===== config.mk =====
export PLATFORM = sky130hd
export DESIGN_NAME = pwm_timebase
export DESIGN_NICKNAME = d
export VERILOG_FILES = /design/src/rtl/pwm_tb_pkg.sv /design/src/rtl/pwm_tb_prescaler.sv /design/src/rtl/pwm_tb_counter.sv /design/src/rtl/pwm_tb_sync.sv /design/src/rtl/pwm_timebase.sv
export SDC_FILE = /design/constraint.sdc
export NUM_CORES = 1
export LEC_CHECK = 0
export ABC_AREA = 1
export BUFFER_PORTS_ARGS = -buffer_cell sky130_fd_sc_hd__buf_2
export CAP_MARGIN = 10
export CORE_MARGIN = 2
export CORE_UTILIZATION = 48
export CTS_BUF_LIST = sky130_fd_sc_hd__clkbuf_4 sky130_fd_sc_hd__clkbuf_8 sky130_fd_sc_hd__clkbuf_16
export CTS_CLUSTER_SIZE = 8
export DETAILED_ROUTE_END_ITERATION = 10
export HOLD_SLACK_MARGIN = 0.02
export PLACE_DENSITY = 0.66
export SETUP_SLACK_MARGIN = 0.4
export SYNTH_ARGS = -nofsm -noshare
export SYNTH_HDL_FRONTEND = slang
export SYNTH_HIERARCHICAL = 1
export SYNTH_SLANG_ARGS = --single-unit

===== constraint.sdc =====
create_clock -name clk -period 2.4 [get_ports clk]
set_input_delay 0.12 -clock clk [delete_from_list [all_inputs] [get_ports clk]]
set_output_delay 0.12 -clock clk [all_outputs]
set_load 0.005 [all_outputs]

===== src/rtl/pwm_tb_pkg.sv =====
package pwm_tb_pkg;

    typedef enum logic [1:0] {
        MODE_UP   = 2'd0,
        MODE_DOWN = 2'd1,
        MODE_UPDN = 2'd2,
        MODE_HOLD = 2'd3
    } cnt_mode_e;

    typedef enum logic [1:0] {
        SO_PASS = 2'd0,
        SO_ZERO = 2'd1,
        SO_CMPB = 2'd2,
        SO_OFF  = 2'd3
    } so_sel_e;

    // packed: phase_up is bit 8, mode is bits 1:0
    typedef struct packed {
        logic      phase_up;
        so_sel_e   so_sel;
        logic [2:0] psc;
        logic      sync_en;
        cnt_mode_e mode;
    } ctrl_t;

    localparam int CTRL_W = $bits(ctrl_t);

    localparam logic [2:0] ADDR_CTRL   = 3'd0;
    localparam logic [2:0] ADDR_PERIOD = 3'd1;
    localparam logic [2:0] ADDR_CMPB   = 3'd2;
    localparam logic [2:0] ADDR_PHASE  = 3'd3;
    localparam logic [2:0] ADDR_STATUS = 3'd4;
    localparam logic [2:0] ADDR_COUNT  = 3'd5;

endpackage


===== src/rtl/pwm_tb_prescaler.sv =====
module pwm_tb_prescaler #(
    parameter int PSC_W = 3
) (
    input  logic             clk,
    input  logic             rst_n,
    input  logic [PSC_W-1:0] psc,
    output logic             tick
);
    localparam int DIV_W = (2 ** PSC_W) - 1;

    logic [DIV_W-1:0] div_d, div_q;
    logic [DIV_W-1:0] limit;

    always_comb begin
        limit = DIV_W'((32'd1 << psc) - 32'd1);
        tick  = (div_q >= limit);
        div_d = tick ? '0 : div_q + 1'b1;
    end

    always_ff @(posedge clk or negedge rst_n) begin
        if (!rst_n) div_q <= '0;
        else        div_q <= div_d;
    end
endmodule


===== src/rtl/pwm_tb_counter.sv =====
module pwm_tb_counter
    import pwm_tb_pkg::*;
#(
    parameter int CNT_W = 16
) (
    input  logic             clk,
    input  logic             rst_n,
    input  logic             tick,
    input  cnt_mode_e        mode,
    input  logic [CNT_W-1:0] period,
    input  logic             load,
    input  logic [CNT_W-1:0] load_val,
    input  logic             load_up,
    input  logic             wr_cnt,
    input  logic [CNT_W-1:0] wr_val,
    output logic [CNT_W-1:0] cnt,
    output logic             dir_up
);
    typedef struct packed {
        logic [CNT_W-1:0] cnt;
        logic             dir;
    } core_t;

    core_t st_d, st_q;

    always_comb begin
        st_d = st_q;
        if (wr_cnt) begin
            st_d.cnt = wr_val;
        end else if (tick) begin
            if (load) begin
                st_d.cnt = load_val;
                if (mode == MODE_UPDN) st_d.dir = load_up;
            end else begin
                unique case (mode)
                    MODE_UP: begin
                        st_d.cnt = (st_q.cnt >= period) ? '0 : st_q.cnt + 1'b1;
                    end
                    MODE_DOWN: begin
                        st_d.cnt = (st_q.cnt == '0) ? period : st_q.cnt - 1'b1;
                    end
                    MODE_UPDN: begin
                        if (st_q.dir) begin
                            if (st_q.cnt >= period) begin
                                st_d.dir = 1'b0;
                                st_d.cnt = (st_q.cnt == '0) ? '0 : st_q.cnt - 1'b1;
                            end else begin
                                st_d.cnt = st_q.cnt + 1'b1;
                            end
                        end else begin
                            if (st_q.cnt == '0) begin
                                st_d.dir = 1'b1;
                                st_d.cnt = (period == '0) ? '0 : CNT_W'(1);
                            end else begin
                                st_d.cnt = st_q.cnt - 1'b1;
                            end
                        end
                    end
                    default: ;
                endcase
            end
        end
    end

    always_ff @(posedge clk or negedge rst_n) begin
        if (!rst_n) begin
            st_q.cnt <= '0;
            st_q.dir <= 1'b1;
        end else begin
            st_q <= st_d;
        end
    end

    always_comb begin
        cnt = st_q.cnt;
        unique case (mode)
            MODE_UP:   dir_up = 1'b1;
            MODE_DOWN: dir_up = 1'b0;
            default:   dir_up = st_q.dir;
        endcase
    end
endmodule


===== src/rtl/pwm_tb_sync.sv =====
module pwm_tb_sync
    import pwm_tb_pkg::*;
(
    input  logic    clk,
    input  logic    rst_n,
    input  logic    tick,
    input  logic    sync_in,
    input  logic    sync_en,
    input  so_sel_e so_sel,
    input  logic    evt_zero,
    input  logic    evt_cmpb,
    output logic    load,
    output logic    sync_out
);
    logic pend_d, pend_q;
    logic req;

    always_comb begin
        req    = sync_en & (pend_q | sync_in);
        load   = tick & req;
        pend_d = req & ~tick;
        unique case (so_sel)
            SO_PASS: sync_out = sync_in;
            SO_ZERO: sync_out = tick & evt_zero;
            SO_CMPB: sync_out = tick & evt_cmpb;
            default: sync_out = 1'b0;
        endcase
    end

    always_ff @(posedge clk or negedge rst_n) begin
        if (!rst_n) pend_q <= 1'b0;
        else        pend_q <= pend_d;
    end
endmodule


===== src/rtl/pwm_timebase.sv =====
module pwm_timebase
    import pwm_tb_pkg::*;
#(
    parameter int CNT_W = 16,
    parameter int PSC_W = 3
) (
    input  logic             clk,
    input  logic             rst_n,
    input  logic             wr_en,
    input  logic [2:0]       wr_addr,
    input  logic [CNT_W-1:0] wr_data,
    input  logic             sync_in,
    output logic             sync_out,
    output logic [CNT_W-1:0] cnt_value,
    output logic             cnt_dir,
    output logic             evt_zero,
    output logic             evt_period,
    output logic             evt_cmpb,
    output logic             max_flag
);
    typedef struct packed {
        ctrl_t            ctrl;
        logic [CNT_W-1:0] period;
        logic [CNT_W-1:0] cmpb;
        logic [CNT_W-1:0] phase;
        logic             max;
    } regs_t;

    regs_t rg_d, rg_q;

    logic             tick;
    logic             sync_load;
    logic             wr_cnt;
    cnt_mode_e        ctl_mode;
    logic             ctl_sync_en;
    logic [CNT_W-1:0] ctl_period;
    logic [CNT_W-1:0] cnt;

    always_comb begin
        rg_d   = rg_q;
        wr_cnt = wr_en && (wr_addr == ADDR_COUNT);
        if (wr_en) begin
            unique case (wr_addr)
                ADDR_CTRL:   rg_d.ctrl   = ctrl_t'(wr_data[CTRL_W-1:0]);
                ADDR_PERIOD: rg_d.period = wr_data;
                ADDR_CMPB:   rg_d.cmpb   = wr_data;
                ADDR_PHASE:  rg_d.phase  = wr_data;
                ADDR_STATUS: if (wr_data[0]) rg_d.max = 1'b0;
                default: ;
            endcase
        end
        if (cnt == '1) rg_d.max = 1'b1;
    end

    always_ff @(posedge clk or negedge rst_n) begin
        if (!rst_n) rg_q <= '0;
        else        rg_q <= rg_d;
    end

    assign ctl_mode    = rg_q.ctrl.mode;
    assign ctl_sync_en = rg_q.ctrl.sync_en;
    assign ctl_period  = rg_q.period;

    pwm_tb_prescaler #(.PSC_W(PSC_W)) u_psc (
        .clk   (clk),
        .rst_n (rst_n),
        .psc   (PSC_W'(rg_q.ctrl.psc)),
        .tick  (tick)
    );

    pwm_tb_counter #(.CNT_W(CNT_W)) u_cnt (
        .clk      (clk),
        .rst_n    (rst_n),
        .tick     (tick),
        .mode     (ctl_mode),
        .period   (ctl_period),
        .load     (sync_load),
        .load_val (rg_q.phase),
        .load_up  (rg_q.ctrl.phase_up),
        .wr_cnt   (wr_cnt),
        .wr_val   (wr_data),
        .cnt      (cnt),
        .dir_up   (cnt_dir)
    );

    assign evt_zero   = (cnt == '0);
    assign evt_period = (cnt == rg_q.period);
    assign evt_cmpb   = (cnt == rg_q.cmpb);

    pwm_tb_sync u_sync (
        .clk      (clk),
        .rst_n    (rst_n),
        .tick     (tick),
        .sync_in  (sync_in),
        .sync_en  (ctl_sync_en),
        .so_sel   (rg_q.ctrl.so_sel),
        .evt_zero (evt_zero),
        .evt_cmpb (evt_cmpb),
        .load     (sync_load),
        .sync_out (sync_out)
    );

    assign cnt_value = cnt;
    assign max_flag  = rg_q.max;
endmodule


; Word-level counts from Yosys, hierarchy flattened
; Index checks and enable logic that the tools add are counted.
[word_totals]
wordCells = 80
regBits = 83
in_bits = 23
[classes]
reduce_logical = 18
bitwise = 8
order_cmp = 2
shift = 1
mux = 22
addsub = 4
n_eq_ne = 12
[ops]
columns = cell, n
row1 = $mux 16, 6
row2 = $mux 17, 3
row3 = $pmux 16 s3, 1
row4 = $eq 16x16->1, 2
row5 = $logic_not 16->1, 2
row6 = $add 16x1->16 const B, 1
row7 = $eq 16x16->1 const B, 1
row8 = $ge 16x16->1, 1
row9 = $sub 16x1->16 const B, 1
row10 = $reduce_and 2->1, 5
row11 = $mux 1, 9
row12 = $reduce_bool 2->1, 4
row13 = $add 7x1->7 const B, 1
row14 = $ge 7x7->1, 1
row15 = $mux 7, 1
row16 = $shl 1x3->7 const A, 1
row17 = $sub 7x1->7 const B, 1
row18 = $eq 3x2->1 const B, 2
row19 = $eq 3x3->1 const B, 2
row20 = $reduce_and 3->1, 2
row21 = $and 1x1->1, 5
row22 = $reduce_bool 5->1, 1
row23 = $eq 2x1->1 const B, 2
row24 = $eq 2x2->1 const B, 2
row25 = 8 further kinds, 10

; Longest topological paths before layout
[depth]
ltp_word = 8
mapped_depth = 20
mapped_depth_nobuf = 19

; Hierarchy
; Netlist, hierarchy kept.
[by_module_without_submodules]
columns = module, cells_each, instances, area_each_um2, seq_area_each_um2
row1 = pwm_tb_counter, 577, 1, 3289.4, 426.7
row2 = pwm_timebase, 323, 1, 2940.3, 1451.4
row3 = pwm_tb_prescaler, 73, 1, 530.5, 175.2
row4 = pwm_tb_sync, 20, 1, 137.6, 25.0

; Worst setup path after synthesis
; OpenSTA, ideal clock, no wires.
[synth_timing]
kind = reg2reg
from = register rg_q[53] (netlist bit)
to = register u_cnt/cnt[6] (netlist name)
setup_time_ps = 121
arrival_time_ps = 2085
path_slack_ps = 194
required_ps = 2279
stages_incl_launch_ff = 18
cell_sequence = dfrtp_1 nor2_1 nand2_1 ha_1 inv_1 nand2_1 nand2_1 nand2_1 nand2_1 nand2_2 inv_1 nor2_1 nor2_1 a21oi_1 nor2_1 buf_2 a22oi_1 nand2_1
[synth_between]
elab_chain_cells = 7
word_cells_on_any_way = 10
cone_classes = add/sub (1) / order compare (1) / shift (1) / mux (3) / bitwise (1) / reduce/logical (3)
[synth_lines]
columns = item, line_no
row1 = start: declaration, pwm_timebase.sv:29  ; regs_t rg_d, rg_q;
row2 = start signal: assignment, pwm_timebase.sv:57  ; else rg_q <= rg_d;
row3 = $shl 1x3->7 (*), pwm_tb_prescaler.sv:15  ; limit = DIV_W'((32'd1 << psc) - 32'd1);
row4 = $sub 7x1->7 (*), pwm_tb_prescaler.sv:15
row5 = $ge 7x7->1 (*), pwm_tb_prescaler.sv:16  ; tick = (div_q >= limit);
row6 = via tick, pwm_timebase.sv:31  ; logic tick;
row7 = $and 1x1->1 (*), pwm_tb_sync.sv:20  ; load = tick & req;
row8 = via sync_load, pwm_timebase.sv:32  ; logic sync_load;
row9 = $mux 17, pwm_tb_counter.sv:31  ; if (load) begin
row10 = $mux 17, pwm_tb_counter.sv:30  ; end else if (tick) begin
row11 = $mux 16, pwm_tb_counter.sv:28  ; if (wr_cnt) begin
; Mark *: on every way through the listed nets, which the timed path passes. The rest lies on a longest branch. The select of a mux whose other input is x is not followed.
; A chain may end at the register's enable or synchronous reset.

; Worst setup path after layout
[layout_timing]
from = register rg_q[53] (netlist bit)
to = register u_cnt/cnt[9] (netlist name)
[layout_between]
elab_chain_cells = 7
word_cells_on_any_way = 10
cone_classes = add/sub (1) / order compare (1) / shift (1) / mux (3) / bitwise (1) / reduce/logical (3)
[layout_lines]
columns = item, line_no
row1 = $shl 1x3->7 (*), pwm_tb_prescaler.sv:15
row2 = $sub 7x1->7 (*), pwm_tb_prescaler.sv:15
row3 = $ge 7x7->1 (*), pwm_tb_prescaler.sv:16
row4 = via tick, pwm_timebase.sv:31
row5 = $and 1x1->1 (*), pwm_tb_sync.sv:20
row6 = via sync_load, pwm_timebase.sv:32
row7 = $mux 17, pwm_tb_counter.sv:31
row8 = $mux 17, pwm_tb_counter.sv:30
row9 = $mux 16, pwm_tb_counter.sv:28
; Marks and branches as above.

==> out/results.ini <==
[synth]
synth-edff-count = 0
yosysWarningCount = 6
syn_nets = 1048
synth_ff_type = dfrtp_1
avgSynthCellArea_um2 = 6.95
ys_ff_latch = 83
ys_types = 45
synthCells = 993
ys_seq_area_share_pct = 30.1
syn_area_mm2 = 0.00690
ys_async_sr_fraction_pct = 100

[sta]
fin_crit_sh_pct = 93.7
finalMaxSlewViolations = 0
max_slew.worst_pin.slew_ps = 559
slew-limit-headroom_pct = 62.7
fmax_mhz = 445
rsz0062_at_grt = yes
clock_skew_ps = 6.95
finalSetupViolCount = 0
post-route-min-period_ps = 2250
finalHoldViolCount = 0
setup_tns_ps = 0
whs_ps = 33.5

[route]
post_drt_wl_per_cell_um = 16.5
drc_errors = 0
via_per_inst = 5.32
drt_pass1_iterations = 5
vias = 6624
wirelength_mm = 20.5
ant_nets = 0
initialDrtViolationCount = 544

[cells_and_area]
syn_to_final_growth_pct = 15.6
antennaDiodeCount = 0
layout.nets = 1114
drive_gt1_share_pct = 22.0

[floorplan]
die_y_um = 124
die-area_mm2 = 0.0153
die_w_um = 124
start_util_pct = 49.5
core_mm2 = 0.0139
row_count = 43
io_pins = 45

[critical_path]
max_stage_delay_ps = 450
cp_max_fo = 9
startpoint = rg_q[53]
cp_common_cell = nand2_1
start_kind = flip-flop
crit_required_ps = 2630
crit_chain = nor2_4 -> nand2_1 -> ha_1 -> inv_1 -> nand2_1 -> nand2_1 -> nand2_1 -> nand2_2 -> nand2_4 -> inv_4 -> nor2_4 -> nor2_4 -> a21oi_4 -> nor2_4 -> buf_12 -> a22oi_1 -> nand2_1
ff2ff_setup_slack_ps = 150
path_class = flip-flop to flip-flop
r2r_start = rg_q[53]
endpoint_kind = flip-flop
crit_arrival_ps = 2480
crit_slowest_cell = dfrtp_2

[clocking]
cts.sinks = 83
htreeDepth = 3
clk_pin_slew_ps = 60
clk_latency_ps = 350
cts_buffers = 9
clock_path_buffers = 2
cts_tree = yes
root_buffer = clkbuf_16

[placement]
portBuffers = 44
dp_hpwl_mm = 14.7
gp_congestion = 0.984

[grt]
grt_start_max_net_pins = 45
grt_antenna_before_repair = 0
grt_overflow_total = 0
gr-usage-all-layers_pct = 28.5
grt_first_pass_wirelength_mm = 33.0
grt_pass1_vias = 6374

[power]
vdd_drop_max_uv = 455
power.density_mw_per_mm2 = 1170
leakage_uw = 0.00412

[worst_hold_path]
worstHoldStart = wr_data[14]
hp-class = input pin to flip-flop

[outcome]
status = completed

[job]
drv_cap = 0

-- final timing paths --
| check | endpoint | cells after the start |
|---|---|---|
| worst max-delay path | u_cnt/cnt[9] | 17 |
| worst min-delay path | u_cnt/cnt[14] | 3 |
| worst max register to register | u_cnt/cnt[9] | 17 |
| worst min register to register | rg_q[16] | 2 |
| max in group asynchronous | u_cnt/st_q[0] | 3 |
| min in group asynchronous | rg_q[28] | 2 |
-- where the power goes --
part / total (uW) / internal, uW / switching [uW]
Sequential: 2050 / 1760 / 295
Combinational: 5800 / 2200 / 3600
Clock: 1480 / 888 / 590
Total: 9330 / 4840 / 4490
-- registers in the layout (all words and copies together), names as in the netlist --
register,cells
ctl_mode,2
max_flag,1
u_sync/pend_q,1
ctl_sync_en,1
rg_q,38
ctl_period,16
u_cnt/cnt,16
u_psc/div_q,7
u_cnt/st_q,1
-- critical path, delay by kind of cell (launching register included) --
family / cells / cell delay, ps
DFF: 1 / 450
AOI/OAI and AO/OA: 2 / 320
and+or+nand+nor: 11 / 860
adders and majority gates: 1 / 270
buffers and inverters: 3 / 230
-- cell usage in the layout (no fill, tap or decap), types with 10 or more instances in the layout --
cell type,count
a21oi_1,11
buf_2,43
buf_4,53
dfrtp_1,79
ha_1,30
inv_1,116
nand2_1,305
nand2_2,10
nand3_1,37
nand4_1,22
nor2_1,93
nor2_2,10
o21ai_0,39
o21ai_1,30
o21ai_2,34
xnor2_1,24
xor2_1,15
-- synthesized netlist by cell type, types with 2 or more instances --
| cell type | n | area share [%] |
|---|---|---|
| o21ai_2 | 34 | 4.3 |
| xnor2_1 | 24 | 3.0 |
| nand3b_1 | 3 | 0.33 |
| inv_1 | 121 | 6.6 |
| or2_2 | 2 | 0.18 |
| buf_4 | 19 | 2.1 |
| nand3_4 | 4 | 1.0 |
| a22oi_1 | 16 | 1.7 |
| buf_2 | 6 | 0.44 |
| nand2_4 | 3 | 0.49 |
| nand3_2 | 3 | 0.44 |
| o31ai_1 | 2 | 0.22 |
| nor2_1 | 100 | 5.4 |
| buf_6 | 15 | 2.4 |
| nor2_8 | 2 | 0.58 |
| clkbuf_1 | 8 | 0.44 |
| nand2_2 | 8 | 0.73 |
| o21ai_1 | 30 | 2.2 |
| dfrtp_1 | 82 | 30 |
| nand2_1 | 311 | 17 |
| nand4_1 | 22 | 2.0 |
| inv_2 | 6 | 0.33 |
| ha_1 | 32 | 5.8 |
| xor2_1 | 15 | 1.9 |
| nand3_1 | 38 | 2.8 |
| nor4_1 | 4 | 0.36 |
| nor2_2 | 9 | 0.82 |
| a21oi_1 | 14 | 1.0 |
| nor3_1 | 5 | 0.36 |
| o21ai_0 | 39 | 2.8 |
| o211ai_1 | 2 | 0.22 |
-- repair_timing --
item,4_1_cts,5_1_grt
hold endpoints to repair,44,0
gates resized for setup,30,16
endpoints found under the setup margin,19,19
hold buffers,6,0
gates cloned,1,0
pin swaps,11,4
setup buffers,9,6
-- routing by layer --
metal | part of all wire, % | GRT usage [%]
met5 | 0 | 0
met4 | 5.1 | 15.5
met2 | 45 | 45.8
met1 | 43 | 36.8
met3 | 6.6 | 4.35
-- through the flow --
step | setup WS [ps] | total power, uW | instance area (um2) | std cells | util [%]
after floorplan | 295 | 5910 | 6940 | 993 | -
after global placement | 137 | 7170 | 7280 | 1206 | 52.2
after detailed placement | 74.5 | 7230 | 7280 | 1206 | 52.2
after CTS | 182 | 9130 | 7870 | 1238 | 56.4
after global routing | 7.94 | 10100 | 7970 | 1244 | 57.2
final | 152 | 9330 | 7970 | 1244 | 57.2
-- layout make-up --
cell class,count,area [um2]
clock buffer,12,267
clock inverter,4,47.5
fill,1365,5960
inverter,129,493
multi-input combinational,729,4100
sequential,83,2080
tap,180,225
timing repair buffer,107,759
-- cell families (layout without fill, tap and decap cells) --
family | after synthesis | after routing | share of synthesized area [%]
AOI/OAI and AO/OA | 140 | 140 | 13.0
DFF | 83 | 83 | 30.1
and+or+nand+nor | 517 | 518 | 32.9
adders and majority gates | 32 | 32 | 5.80
buffers and inverters | 182 | 252 | 13.3
xor gates and xnor gates | 39 | 39 | 4.95
(Power assumes the default switching activity.)
